<file path="src/rtl/eepw_pkg.sv">
package eepw_pkg;

  typedef enum logic [2:0] {
    P_IDLE,
    P_CTRL,
    P_WADDR,
    P_DATA,
    P_SKIP
  } proto_st_t;

  typedef enum logic [1:0] {
    E_IDLE,
    E_WAIT,
    E_COMMIT
  } eng_st_t;

  localparam logic [3:0] DEV_CODE = 4'b1010;

  // Control byte addresses this slave for a write.
  function automatic logic ctrl_is_write(input logic [7:0] b);
    return (b[7:4] == DEV_CODE) && !b[0];
  endfunction

  // Next in-page offset, wrapping at the page size 2**pw.
  function automatic int unsigned offs_step(input int unsigned offs, input int unsigned pw);
    return (offs + 1) % (1 << pw);
  endfunction

endpackage

</file>
<file path="src/rtl/eepw_line_sync.sv">
module eepw_line_sync (
  input  logic clk,
  input  logic rst_n,
  input  logic scl_in,
  input  logic sda_in,
  output logic scl_s,
  output logic sda_s,
  output logic scl_rise,
  output logic scl_fall,
  output logic start_ev,
  output logic stop_ev
);
  logic scl_m, scl_q, sda_m, sda_q;

  always_ff @(posedge clk or negedge rst_n) begin
    if (!rst_n) begin
      scl_m <= 1'b1; scl_s <= 1'b1; scl_q <= 1'b1;
      sda_m <= 1'b1; sda_s <= 1'b1; sda_q <= 1'b1;
    end else begin
      scl_m <= scl_in; scl_s <= scl_m; scl_q <= scl_s;
      sda_m <= sda_in; sda_s <= sda_m; sda_q <= sda_s;
    end
  end

  assign scl_rise = scl_s & ~scl_q;
  assign scl_fall = ~scl_s & scl_q;
  assign start_ev = scl_s & scl_q & sda_q & ~sda_s;
  assign stop_ev  = scl_s & scl_q & ~sda_q & sda_s;
endmodule

</file>
<file path="src/rtl/eepw_proto.sv">
module eepw_proto
  import eepw_pkg::*;
#(
  parameter int ADDR_W = 11,
  parameter int PAGE_W = 4
) (
  input  logic                     clk,
  input  logic                     rst_n,
  input  logic                     scl_s,
  input  logic                     sda_s,
  input  logic                     scl_rise,
  input  logic                     scl_fall,
  input  logic                     start_ev,
  input  logic                     stop_ev,
  input  logic                     busy,
  output logic                     sda_oe,
  output logic                     buf_we,
  output logic                     buf_clr,
  output logic [PAGE_W-1:0]        buf_idx,
  output logic [7:0]               buf_data,
  output logic [ADDR_W-PAGE_W-1:0] page_base,
  output logic                     commit_req
);
  localparam int BLK_W = ADDR_W - 8;
  localparam int HI_W  = ADDR_W - PAGE_W;

  proto_st_t         st;
  logic [3:0]        bitcnt;
  logic              ack_ph;
  logic [7:0]        shreg;
  logic [BLK_W-1:0]  blk;
  logic [ADDR_W-1:0] ptr;
  logic              got_data;
  logic              rx_active;
  logic              byte_done;
  logic              ack_now;

  assign rx_active = (st == P_CTRL) || (st == P_WADDR) || (st == P_DATA);
  assign byte_done = rx_active && scl_fall && (bitcnt == 4'd8) && !ack_ph;

  always_comb begin
    unique case (st)
      P_CTRL:          ack_now = ctrl_is_write(shreg) && !busy;
      P_WADDR, P_DATA: ack_now = 1'b1;
      default:         ack_now = 1'b0;
    endcase
  end

  always_ff @(posedge clk or negedge rst_n) begin
    if (!rst_n) begin
      st       <= P_IDLE;
      bitcnt   <= '0;
      ack_ph   <= 1'b0;
      shreg    <= '0;
      blk      <= '0;
      ptr      <= '0;
      got_data <= 1'b0;
      sda_oe   <= 1'b0;
    end else if (start_ev) begin
      st       <= P_CTRL;
      bitcnt   <= '0;
      ack_ph   <= 1'b0;
      sda_oe   <= 1'b0;
      got_data <= 1'b0;
    end else if (stop_ev) begin
      st       <= P_IDLE;
      bitcnt   <= '0;
      ack_ph   <= 1'b0;
      sda_oe   <= 1'b0;
      got_data <= 1'b0;
    end else begin
      if (scl_rise && rx_active && !ack_ph && (bitcnt < 4'd8)) begin
        shreg  <= {shreg[6:0], sda_s};
        bitcnt <= bitcnt + 4'd1;
      end
      if (scl_fall && ack_ph) begin
        ack_ph <= 1'b0;
        sda_oe <= 1'b0;
        bitcnt <= '0;
      end else if (byte_done) begin
        ack_ph <= 1'b1;
        sda_oe <= ack_now;
        unique case (st)
          P_CTRL: begin
            if (ack_now) begin
              blk <= shreg[BLK_W:1];
              st  <= P_WADDR;
            end else begin
              st  <= P_SKIP;
            end
          end
          P_WADDR: begin
            ptr <= {blk, shreg};
            st  <= P_DATA;
          end
          P_DATA: begin
            ptr      <= {ptr[ADDR_W-1:PAGE_W],
                         PAGE_W'(offs_step(int'(ptr[PAGE_W-1:0]), PAGE_W))};
            got_data <= 1'b1;
          end
          default: ;
        endcase
      end
    end
  end

  assign buf_we     = byte_done && (st == P_DATA);
  assign buf_clr    = byte_done && (st == P_WADDR);
  assign buf_idx    = ptr[PAGE_W-1:0];
  assign buf_data   = shreg;
  assign page_base  = ptr[ADDR_W-1:PAGE_W];
  assign commit_req = stop_ev && (st == P_DATA) && got_data;


  ack_edge_chk: assert property (@(posedge clk) disable iff (!rst_n)
    (sda_oe != $past(sda_oe)) |-> !scl_s);


  page_wrap_chk: assert property (@(posedge clk) disable iff (!rst_n)
    (byte_done && (st == P_DATA)) |=>
      (ptr[ADDR_W-1:PAGE_W] == $past(ptr[ADDR_W-1:PAGE_W])) &&
      (ptr[PAGE_W-1:0] == PAGE_W'($past(ptr[PAGE_W-1:0]) + 1'b1)));


  busy_nack_chk: assert property (@(posedge clk) disable iff (!rst_n)
    (byte_done && (st == P_CTRL) && busy) |=> !sda_oe);

  logic [HI_W-1:0] unused_hi;
  assign unused_hi = page_base;
endmodule

</file>
<file path="src/rtl/eepw_wr_engine.sv">
module eepw_wr_engine
  import eepw_pkg::*;
#(
  parameter int ADDR_W    = 11,
  parameter int PAGE_W    = 4,
  parameter int WR_CYCLES = 5000
) (
  input  logic                     clk,
  input  logic                     rst_n,
  input  logic                     buf_we,
  input  logic                     buf_clr,
  input  logic [PAGE_W-1:0]        buf_idx,
  input  logic [7:0]               buf_data,
  input  logic [ADDR_W-PAGE_W-1:0] page_base,
  input  logic                     commit_req,
  output logic                     busy,
  output logic                     mem_we,
  output logic [ADDR_W-1:0]        mem_addr,
  output logic [7:0]               mem_wdata
);
  localparam int PAGE_N = 1 << PAGE_W;
  localparam int HI_W   = ADDR_W - PAGE_W;
  localparam int TM_W   = $clog2(WR_CYCLES + 1);

  eng_st_t           st;
  logic [TM_W-1:0]   tmr;
  logic [PAGE_W-1:0] cidx;
  logic [HI_W-1:0]   page_q;
  logic [PAGE_N-1:0] vld;
  logic [7:0]        pbuf [PAGE_N];

  always_ff @(posedge clk) begin
    if (buf_we) pbuf[buf_idx] <= buf_data;
  end

  always_ff @(posedge clk or negedge rst_n) begin
    if (!rst_n) begin
      st     <= E_IDLE;
      tmr    <= '0;
      cidx   <= '0;
      page_q <= '0;
      vld    <= '0;
    end else begin
      if (buf_clr) vld <= '0;
      if (buf_we)  vld[buf_idx] <= 1'b1;
      unique case (st)
        E_IDLE: if (commit_req) begin
          page_q <= page_base;
          tmr    <= '0;
          st     <= E_WAIT;
        end
        E_WAIT: if (tmr == TM_W'(WR_CYCLES - 1)) begin
          cidx <= '0;
          st   <= E_COMMIT;
        end else begin
          tmr <= tmr + 1'b1;
        end
        E_COMMIT: begin
          cidx <= cidx + 1'b1;
          if (cidx == PAGE_W'(PAGE_N - 1)) begin
            vld <= '0;
            st  <= E_IDLE;
          end
        end
        default: st <= E_IDLE;
      endcase
    end
  end

  assign busy      = (st != E_IDLE);
  assign mem_we    = (st == E_COMMIT) && vld[cidx];
  assign mem_addr  = {page_q, cidx};
  assign mem_wdata = pbuf[cidx];
endmodule

</file>
<file path="src/rtl/eeprom_page_writer.sv">
module eeprom_page_writer #(
  parameter int ADDR_W    = 11,
  parameter int PAGE_W    = 4,
  parameter int WR_CYCLES = 5000
) (
  input  logic              clk,
  input  logic              rst_n,
  input  logic              scl_in,
  input  logic              sda_in,
  output logic              sda_oe,
  output logic              mem_we,
  output logic [ADDR_W-1:0] mem_addr,
  output logic [7:0]        mem_wdata
);
  localparam int HI_W = ADDR_W - PAGE_W;

  logic scl_s, sda_s, scl_rise, scl_fall, start_ev, stop_ev;
  logic busy, buf_we, buf_clr, commit_req;
  logic [PAGE_W-1:0] buf_idx;
  logic [7:0]        buf_data;
  logic [HI_W-1:0]   page_base;

  eepw_line_sync u_sync (
    .clk(clk), .rst_n(rst_n), .scl_in(scl_in), .sda_in(sda_in),
    .scl_s(scl_s), .sda_s(sda_s), .scl_rise(scl_rise), .scl_fall(scl_fall),
    .start_ev(start_ev), .stop_ev(stop_ev)
  );

  eepw_proto #(.ADDR_W(ADDR_W), .PAGE_W(PAGE_W)) u_proto (
    .clk(clk), .rst_n(rst_n), .scl_s(scl_s), .sda_s(sda_s),
    .scl_rise(scl_rise), .scl_fall(scl_fall), .start_ev(start_ev),
    .stop_ev(stop_ev), .busy(busy), .sda_oe(sda_oe), .buf_we(buf_we),
    .buf_clr(buf_clr), .buf_idx(buf_idx), .buf_data(buf_data),
    .page_base(page_base), .commit_req(commit_req)
  );

  eepw_wr_engine #(.ADDR_W(ADDR_W), .PAGE_W(PAGE_W), .WR_CYCLES(WR_CYCLES)) u_eng (
    .clk(clk), .rst_n(rst_n), .buf_we(buf_we), .buf_clr(buf_clr),
    .buf_idx(buf_idx), .buf_data(buf_data), .page_base(page_base),
    .commit_req(commit_req), .busy(busy), .mem_we(mem_we),
    .mem_addr(mem_addr), .mem_wdata(mem_wdata)
  );


  stop_no_data_chk: assert property (@(posedge clk) disable iff (!rst_n)
    (stop_ev && !busy && !commit_req) |=> !busy);


  buf_idle_chk: assert property (@(posedge clk) disable iff (!rst_n)
    buf_we |-> !busy);


  commit_quiet_chk: assert property (@(posedge clk) disable iff (!rst_n)
    commit_req |=> (busy && !mem_we));
endmodule

</file>
<file path="config.mk">
export PLATFORM = sky130hd
export DESIGN_NAME = eeprom_page_writer
export DESIGN_NICKNAME = d
export VERILOG_FILES = /design/src/rtl/eepw_pkg.sv /design/src/rtl/eepw_line_sync.sv /design/src/rtl/eepw_proto.sv /design/src/rtl/eepw_wr_engine.sv /design/src/rtl/eeprom_page_writer.sv
export SDC_FILE = /design/constraint.sdc
export NUM_CORES = 1
export LEC_CHECK = 0
export ABC_AREA = 1
export BUFFER_PORTS_ARGS = -buffer_cell sky130_fd_sc_hd__clkbuf_2
export CAP_MARGIN = 20
export CORE_MARGIN = 1
export CORE_UTILIZATION = 40
export CTS_CLUSTER_SIZE = 25
export DETAILED_ROUTE_END_ITERATION = 6
export PLACE_DENSITY_LB_ADDON = 0.05
export SLEW_MARGIN = 10
export SYNTH_ARGS = -nofsm -noshare
export SYNTH_HDL_FRONTEND = slang
export SYNTH_SLANG_ARGS = --single-unit
</file>
<file path="constraint.sdc">
create_clock -name clk -period 2.7 [get_ports clk]
set_input_delay 0.27 -clock clk [delete_from_list [all_inputs] [get_ports clk]]
set_output_delay 0.27 -clock clk [all_outputs]
set_load 0.01 [all_outputs]
</file>
Word level (Yosys, flattened, before mapping)
Memory sizes are Yosys's and may differ from the RTL's.
Cells that the tools add are included.
{"block": "word_totals", "elab_cells": 144, "ramBits": 128, "output_inout_bits": 21, "inputBits": 4, "regBits": 80, "mem_count": 1}
{"block": "classes", "addsub": 4, "n_lt_le_gt_ge": 4, "n_bitwise": 16, "reduce_logical": 41, "n_mux": 44, "eq_ne": 14}
{"name": "u_eng.pbuf", "words": 16, "word_bits": 8, "read_ports": 1, "rd_clocked_by_memory_dff": 0, "write_ports": 1, "line": "eepw_wr_engine.sv:30", "rtl": "logic [7:0] pbuf [PAGE_N];"}
{"cell": "$mux W16", "n": 4}
{"cell": "$mux W13", "n": 2}
{"cell": "$pmux W13 S2", "n": 1}
{"cell": "$pmux W11 S2", "n": 1}
{"cell": "$mux W4", "n": 5}
{"cell": "$mux W1", "n": 17}
{"cell": "$or A16 B16 Y16", "n": 1}
{"cell": "$logic_and A1 B1 Y1", "n": 15}
{"cell": "$mux W3", "n": 5}
{"cell": "$reduce_and A3 Y1", "n": 5}
{"cell": "$add A13 B1 Y13 const B", "n": 1}
{"cell": "$eq A13 B13 Y1 const B", "n": 1}
{"cell": "$add A4 B1 Y4 const B", "n": 3}
{"cell": "$eq A4 B4 Y1 const B", "n": 3}
{"cell": "$reduce_and A6 Y1", "n": 2}
{"cell": "$reduce_bool A4 Y1", "n": 3}
{"cell": "$lt A4 B5 Y1 const B", "n": 2}
{"cell": "$not A1 Y1", "n": 8}
{"cell": "$pmux W4 S2", "n": 1}
{"cell": "$reduce_bool A2 Y1", "n": 4}
{"cell": "$and A1 B1 Y1", "n": 7}
{"cell": "$eq A3 B2 Y1 const B", "n": 2}
{"cell": "$mux W2", "n": 3}
{"cell": "$pmux W2 S3", "n": 1}
{"cell": "19 further kinds", "n": 26}

Logic depth before layout (Yosys ltp)
Gate-level depths: netlist of run 1.
{"block": "logic_depth", "ltp_word": 12, "ltp_mapped": 11, "ltp_nobuf": 9}

By module
Synthesis of run 1 repeated with hierarchy kept, for this count alone.
{"block": "unflattened", "cells_unflattened": 919, "hier_area_um2": 9270.1}
{"module": "eepw_wr_engine", "instances": 1, "area_per_inst_um2": 7377.1, "cells_per_inst": 691, "seq_area_each_um2": 4894.7}
{"module": "eepw_proto", "instances": 1, "area_per_inst_um2": 1694.1, "cells_per_inst": 211, "seq_area_each_um2": 800.8}
{"module": "eepw_line_sync", "instances": 1, "area_per_inst_um2": 198.9, "cells_per_inst": 17, "seq_area_each_um2": 157.7}

Least setup slack after synthesis of run 1
No wires, ideal clock.
{"block": "synth_timing", "path_type": "register to register", "startpoint": "reg u_proto.bitcnt[0]", "endpoint": "mem u_eng.pbuf[10][0] (enable)", "arrival_ns": 1.553, "required_time_ns": 2.330, "period_less_slack_ns": 1.924, "path_stages_with_launch": 9, "path_buffers": 0, "setup_ns": 0.370, "path_slack_ns": 0.776, "cell_sequence": "dfrtp_1 > inv_1 > ha_1 > nand3_1 > nor2_4 > nand4_1 > inv_1 > nand2_1 > nor2_1"}
{"block": "synth_via", "elab_chain_cells": 6}
{"element": "from (decl)", "line": "eepw_proto.sv:28", "rtl": "logic [3:0] bitcnt;"}
{"element": "from (signal assigned)", "line": "eepw_proto.sv:74", "rtl": "bitcnt <= bitcnt + 4'd1;"}
{"element": "$eq A4 B4 Y1", "line": "eepw_proto.sv:39", "rtl": "assign byte_done = rx_active && scl_fall && (bitcnt == 4'd8) && !ack_ph;"}
{"element": "$logic_and A1 B1 Y1 (2 in series)", "line": "eepw_proto.sv:39"}
{"element": "$logic_and A1 B1 Y1", "line": "eepw_proto.sv:107", "rtl": "assign buf_we = byte_done && (st == P_DATA);"}
{"element": "$mux W1", "line": "eepw_wr_engine.sv:33", "rtl": "if (buf_we) pbuf[buf_idx] <= buf_data;"}
{"element": "$mux W1 (not written as such)", "line": "eepw_wr_engine.sv:33"}
{"element": "to (decl)", "line": "eepw_wr_engine.sv:30"}
No other way between the ends.

Worst setup path in the final report of run 1
{"block": "layout_timing", "startpoint": "reg u_eng.cidx[2]", "endpoint": "out mem_wdata[0]"}
{"block": "layout_via", "elab_chain_cells": 1}
{"element": "from (decl)", "line": "eepw_wr_engine.sv:27", "rtl": "logic [PAGE_W-1:0] cidx;"}
{"element": "from (signal assigned)", "line": "eepw_wr_engine.sv:59", "rtl": "cidx <= cidx + 1'b1;"}
{"element": "$mem_v2 Z16 W8"}
{"element": "to (decl)", "line": "eeprom_page_writer.sv:13", "rtl": "output logic [7:0] mem_wdata"}
No other way between the ends.

==> results of run 1 <==
[sequential cells by signal, summed over array words and instances, names as in the netlist, 2 cells and up]
| register | cells |
|---|---|
| u_eng.st | 2 |
| u_eng.tmr | 13 |
| u_proto.blk | 3 |
| u_proto.bitcnt | 4 |
| u_proto.buf_data | 8 |
| u_eng.pbuf | 128 |
| u_proto.ptr | 11 |
| u_proto.st | 3 |
| u_eng.vld | 16 |
| u_eng.cidx | 4 |
| u_eng.page_q | 7 |
[placed cells by master (no fill, tap or decap), types with 6 or more instances in the layout]
cell type and count:
a31oi_1 6, o21ai_0 87, nor2_1 70, o211ai_1 6, inv_1 92, edfxtp_1 128
nor3_1 6, o21ai_1 10, clkbuf_2 23, dfrtp_1 72, clkbuf_16 25, nand2_1 239
dfstp_2 6, clkbuf_8 6, nand4_1 8, ha_1 8, nand3_1 71, o22ai_1 10
buf_4 27, a21oi_1 41
[timing repair]
item | CTS | global route
resized for setup | 0 | 3
hold buffers | 3 | 0
endpoints found under the hold margin | 37 | 0
endpoints found under the setup margin | 0 | 4
buffers inserted | 0 | 0
[cell type report]
class	count	area, um^2	share of cell area, %
timing repair buffer	56	399	3.76
sequential	208	5860	55.2
inverter	97	368	3.47
multi-input combinational	589	2770	26.1
clock buffer	36	727	6.85
clock inverter	8	141	1.33
tap	280	350	3.30
[report_power, final]
group          total [mW]  internal (mW)  leakage, nW  switching (mW)
sequential           3.89           3.71         2.24           0.181
clock                3.51           2.24        0.430            1.27
combinational       0.493          0.115         1.76           0.379
[layer usage]
layer | track usage (%) | wire (um)
met1 | 28.0 | 10900
met2 | 33.6 | 10700
met3 | 2.58 | 672
met4 | 6.01 | 630
met5 | 0 | 0
[cells by family after synthesis]
kind of cell             share of synthesized area, %
flip-flops                                       63.9
AND/OR/NAND/NOR                                  19.3
AO/OA/AOI/OAI                                    9.59
XOR/XNOR                                        0.287
buffers and inverters                            5.84
adder cells (fa/ha/maj)                          1.09
[worst max-delay path: stages, from the launching register on]
cell and delay (ns):
dfrtp_1 0.46, inv_2 0.25, nor2_2 0.05, buf_4 0.21
nand3_1 0.09, nand2_1 0.07, a21oi_1 0.18, o21ai_0 0.12
nand2_1 0.08, clkbuf_2 0.13
[how the worst min path moves through the flow]
| stage | start | endpoint | slack [ns] | depth (start not counted) |
|---|---|---|---|---|
| final | rst_n | u_proto.sda_oe | 0.26 | 2 |
| after global routing | rst_n | u_proto.sda_oe | 0.31 | 2 |
| after CTS | rst_n | u_proto.st[1] | 0.27 | 2 |
| after detailed placement | rst_n | u_proto.st[1] | 0.27 | 1 |
| after global placement | rst_n | u_proto.sda_oe | 0.27 | 1 |
| after floorplan | rst_n | u_eng.cidx[0] | -0.03 | 0 |
[stage by stage]
stage               setup WS [ns]  total power [mW]  hold slack, ns
finish                      0.269              7.89           0.258
global route               0.0541              8.16           0.308
CTS                         0.127              7.99           0.271
detailed placement          0.560              4.47           0.275
global placement            0.639              4.47           0.271
floorplan                   0.776              4.09         -0.0256
[synth_stat cells, types with 3 or more instances]
| cell | instances |
|---|---|
| a21oi_1 | 41 |
| a31oi_1 | 6 |
| buf_2 | 13 |
| buf_6 | 3 |
| clkbuf_1 | 17 |
| dfrtp_1 | 74 |
| dfstp_2 | 6 |
| edfxtp_1 | 128 |
| ha_1 | 8 |
| inv_1 | 93 |
| inv_2 | 3 |
| nand2_1 | 239 |
| nand2_2 | 4 |
| nand3_1 | 71 |
| nand4_1 | 8 |
| nor2_1 | 70 |
| nor2_2 | 4 |
| nor2_4 | 3 |
| nor3_1 | 6 |
| o211ai_1 | 6 |
| o21ai_0 | 87 |
| o21ai_1 | 10 |
| o21ai_2 | 4 |
| o22ai_1 | 10 |
==> impl_metrics.env, run 1 <==
export IMPL_fill_cells=2143
export IMPL_path_class="reg -> out"
export IMPL_placed_cells=1227
export IMPL_r2r_end="u_eng.pbuf[15][5]"
export IMPL_crit_required_ns=2.43
export IMPL_arrival_ns=2.16
export IMPL_drt_iter0_drc=479
export IMPL_clock_root_buffer="clkbuf_16"
export IMPL_cts_buffer_depth=3
export IMPL_clock_latency_ns=0.51
export IMPL_critPathMaxFanout=16
export IMPL_initial_core_util_pct=41.3
export IMPL_first_pass_iters=5
export IMPL_drv_slew=0
export IMPL_rsz0062_at_grt="false"
export IMPL_synth_distinct_cells=35
export IMPL_grt_start_max_net_pins=82
export IMPL_chipHeight_um=153
export IMPL_async_reset_ff_share_pct=38.5
export IMPL_fin_cells=1274
export IMPL_dpl_hpwl_mm=14.9
export IMPL_synth_flop_cell="edfxtp_1"
export IMPL_synth_cells=928
export IMPL_die_w_um=153
export IMPL_core_rowCount=54
export IMPL_timing_fmax_mhz=411
export IMPL_wl_mm=22.9
export IMPL_yosys_top_cells_area="edfxtp_1, dfrtp_1, nand2_1, o21ai_0, nand3_1"
export IMPL_period_minus_slack_ns=2.43
export IMPL_yosysTopAreaCell="edfxtp_1"
export IMPL_cts_buffers_inserted=24
export IMPL_grt_usage_pct=20.3
export IMPL_cap_violations=0
export IMPL_yosysSeqAreaShare_pct=63.9
export IMPL_areaGrowthSynthToFinish_pct=15.9
export IMPL_synthesis_nets=940
export IMPL_fin_skew_ns=0.00612
export IMPL_r2r_start="u_proto.bitcnt[0]"
export IMPL_place_area_um2=9700
export IMPL_num_vias=6429
export IMPL_grt_pass1_wl_mm=36.7
export IMPL_cp_endpoint="mem_wdata[0]"
export IMPL_powerDensity_nw_per_um2=744
export IMPL_setup_violations_final=0
export IMPL_post_route_drc_count=0
export IMPL_start_kind="flip-flop"
export IMPL_crit_start="u_eng.cidx[2]"
export IMPL_synth_edf_count=128
export IMPL_worst_slew_pin_slew_ns=0.792
export IMPL_post_route_period_util_pct=90.0
export IMPL_gp_congestion=0.785
export IMPL_nNetsFinal=988
export IMPL_grt_pass1_vias=6420
export IMPL_syn_area_um2=9160
export IMPL_h_tree_depth=1
export IMPL_grt_antenna_before_repair=0
export IMPL_ir_drop_mv=0.492
export IMPL_insertedDiodeCount=0
export IMPL_yosysWarnings=0
export IMPL_antenna_left=0
export IMPL_numPortBuffers=24
export IMPL_numClockSinks=208
export IMPL_wl_per_cell_um=18.0
export IMPL_p_leak_nw=4.44
export IMPL_min_path_type="in -> async"
export IMPL_avgSynthCellArea_um2=9.87
export IMPL_synth_seq_cells=208
export IMPL_slew_headroom_pct=47.2
export IMPL_final_hold_viol_count=0
export IMPL_setup_worst_path_end_class="output pin"
export IMPL_drive_gt1_share_pct=12.7
export IMPL_run_status="completed"
export IMPL_post_route_cell_area_um2=10600
export IMPL_gr_total_overflow=0
export IMPL_design_core_area_um2=22200
export IMPL_tns_ns=0
export IMPL_via_per_inst=5.05
export IMPL_dieArea_um2=23500
export IMPL_pin_count=25
export IMPL_clk_pin_slew_ns=0.06
export IMPL_worst_r2r_setup_slack_ns=0.56
export IMPL_ff2ff_path_depth=8
export IMPL_netlist_area_leader_share_pct=42.0
export IMPL_fin_util_pct=47.9
export IMPL_tritoncts="built"
Note: power is estimated with default switching activity, not from simulation.
==> run 2, diff against run 1 <==
Settings changed: ABC_AREA 1 to default.
==> run 2 against run 1 <==
Compared with the run above: non-clock buffer count shrank 5; critical path depth shrank 3; core utilization grew 0.077 points; clock power shrank 4%; synthesized cell count shrank 41%; critical path type unchanged; wire length shrank 11%; cell count shrank 30%; cell area shrank 4.1%; largest power group unchanged; largest cell class unchanged.
==> impl_metrics.env, run 2 <==
export IMPL_run_status="completed"
export IMPL_nNetsFinal=615
export IMPL_dpl_hpwl_mm=13.1
export IMPL_synthAdderAreaFrac_pct=1.15
export IMPL_final_hold_viol_count=0
export IMPL_synth_top_family_by_area="multiplexers"
export IMPL_setup_worst_path_end_class="output pin"
export IMPL_insertedDiodeCount=0
export IMPL_min_path_type="in -> async"
export IMPL_numClockSinks=208
export IMPL_yosys_top_cells_area="edfxtp_1, dfrtp_1, mux4_2, mux2_2, nand2_1"
export IMPL_via_per_inst=5.61
export IMPL_wl_mm=20.4
export IMPL_synth_simple_area_share_pct=10.6
export IMPL_clockPowerShare_pct=43.1
export IMPL_design_core_area_um2=21200
export IMPL_synth_seq_cells=208
export IMPL_largest_reg_flops=128
export IMPL_gr_total_overflow=0
export IMPL_areaGrowthSynthToFinish_pct=16.4
export IMPL_cts_buffer_depth=3
export IMPL_arrival_ns=2.32
export IMPL_synth_xor_area_share_pct=0.902
export IMPL_grt_pass1_wl_mm=31.8
export IMPL_crit_required_ns=2.43
export IMPL_pre_cts_slack_ns=0.273
export IMPL_first_pass_iters=6
export IMPL_wl_per_cell_um=22.8
export IMPL_dieArea_um2=22400
export IMPL_async_reset_ff_share_pct=38.5
export IMPL_gp_congestion=0.800
export IMPL_die_w_um=150
export IMPL_clock_root_buffer="clkbuf_16"
export IMPL_yosysSeqAreaShare_pct=67.0
export IMPL_core_rowCount=53
export IMPL_final_cell_mix="edfxtp_1, dfrtp_1, nand2_1, mux4_2, clkbuf_16"
export IMPL_chipHeight_um=150
export IMPL_drive_gt1_share_pct=26.7
export IMPL_post_route_period_util_pct=95.9
export IMPL_switchingPower_mw=1.84
export IMPL_fin_cells=896
export IMPL_pin_count=25
export IMPL_grt_start_max_net_pins=52
export IMPL_tritoncts="built"
export IMPL_synth_most_common_cell="edfxtp_1"
export IMPL_p_leak_nw=3.86
export IMPL_drv_slew=0
export IMPL_ir_drop_mv=0.408
export IMPL_fin_skew_ns=0.0106
export IMPL_clock_latency_ns=0.51
export IMPL_clk_pin_slew_ns=0.06
export IMPL_worst_slew_pin_slew_ns=0.851
export IMPL_synth_distinct_cells=67
export IMPL_synth_edf_count=128
export IMPL_path_class="reg -> out"
export IMPL_yosysTopAreaCell="edfxtp_1"
export IMPL_timing_fmax_mhz=386
export IMPL_yosys_mux_area_fraction_pct=12.4
export IMPL_comb_power_share_pct=6.7
export IMPL_top_register="u_eng.pbuf"
export IMPL_synth_compound_area_share_pct=5.87
export IMPL_drt_iter0_drc=286
export IMPL_post_route_drc_count=0
export IMPL_h_tree_depth=1
export IMPL_placed_cells=848
export IMPL_cap_violations=0
export IMPL_cts_buffers_inserted=24
export IMPL_yosysWarnings=0
export IMPL_syn_area_um2=8740
export IMPL_switching_share_pct=23.5
export IMPL_fin_ws_ns=0.111
export IMPL_internal_power_mw=5.97
export IMPL_slew_headroom_pct=43.3
export IMPL_synthesis_nets=562
export IMPL_grt_usage_pct=19.1
export IMPL_synth_flop_cell="edfxtp_1"
export IMPL_synth_cells=550
export IMPL_num_vias=5030
export IMPL_cts_setup_buffers=0
export IMPL_initial_core_util_pct=41.2
export IMPL_powerDensity_nw_per_um2=767
export IMPL_grt_antenna_before_repair=0
export IMPL_numPortBuffers=24
export IMPL_seq_power_share_pct=50.2
export IMPL_setup_violations_final=0
export IMPL_critPathMaxFanout=14
export IMPL_final_common_cell="edfxtp_1"
export IMPL_largestRegisters="u_eng.pbuf: 128 flops, u_eng.vld: 16 flops, u_eng.tmr: 13 flops"
export IMPL_antenna_left=0
export IMPL_netlist_area_leader_share_pct=44.0
export IMPL_grt_pass1_vias=5246
export IMPL_period_minus_slack_ns=2.59
export IMPL_fill_cells=1841
export IMPL_synth_top_cells_by_count="edfxtp_1, dfrtp_1, nand2_1, mux4_2, nor2_1"
export IMPL_avgSynthCellArea_um2=15.9
export IMPL_start_kind="flip-flop"
[run 2: per-layer routing]
| metal | wire [um] | GRT usage [%] | vias to the layer above |
|---|---|---|---|
| met5 | 0 | 0 | - |
| met4 | 402 | 4.44 | 0 |
| met3 | 941 | 3.29 | 30 |
| met2 | 9650 | 30.2 | 124 |
| met1 | 9450 | 27.5 | 2638 |
| li1 | - | - | 2238 |
[run 2: cells by family after synthesis]
family | count (synthesis)
XOR/XNOR | 9
adder cells (fa/ha/maj) | 8
multiplexers | 62
AND/OR/NAND/NOR | 158
flip-flops | 208
AO/OA/AOI/OAI | 69
buffers and inverters | 36
[run 2: what timing repair did]
action,CTS,global route
endpoints found under the hold margin,51,0
resized for setup,0,4
hold buffers,3,0
endpoints found under the setup margin,0,8
[run 2: worst max-delay path, cell delays in order (launching register included)]
cell	delay, ns
dfrtp_2	0.42
buf_12	0.19
buf_6	0.18
mux4_2	0.51
a22oi_1	0.28
nand2_1	0.09
clkbuf_2	0.13
[run 2: area by class of cell]
class                           count  area [um^2]  area share (%)
Clock inverter                     10          126            1.24
Multi-Input combinational cell    306         2710            26.6
Inverter                           12         45.0           0.443
Timing Repair Buffer               51          395            3.89
Clock buffer                       34          701            6.89
Tap cell                          275          344            3.38
Sequential cell                   208         5860            57.6
[run 2: final timing paths]
check | from | endpoint | slack [ns] | cells past startpoint
min reg2reg | u_sync.sda_m | u_sync.sda_s | 0.36 | 0
max reg2reg | u_proto.bitcnt[0] | u_eng.pbuf[0][0] | 0.30 | 6
min in group clk | u_sync.sda_m | u_sync.sda_s | 0.36 | 0
max in group asynchronous | rst_n | u_sync.scl_s | 1.65 | 3
min | rst_n | u_eng.page_q[0] | 0.36 | 2
max | u_eng.cidx[0] | mem_wdata[1] | 0.11 | 6
[run 2: power groups by stage]
stage | registers, mW | logic (mW) | clock network [mW]
after detailed placement | 4.00 | 0.538 | 0
final | 3.92 | 0.519 | 3.37
after global placement | 3.99 | 0.523 | 0
after CTS | 3.93 | 0.536 | 3.42
after floorplan | 3.96 | 0.175 | 0
after global routing | 3.94 | 0.572 | 3.55
[run 2: metrics by stage]
step / utilization (%) / power [mW] / hold WS, ns / TNS [ns] / cell area [um^2]
after floorplan: - / 4.13 / -0.0256 / 0 / 8740
after detailed placement: 43.7 / 4.53 / 0.349 / 0 / 9280
after global routing: 47.9 / 8.06 / 0.358 / -0.00137 / 10200
final: 47.9 / 7.80 / 0.356 / 0 / 10200
after global placement: 43.7 / 4.51 / 0.348 / 0 / 9280
after CTS: 47.8 / 7.88 / 0.358 / 0 / 10100
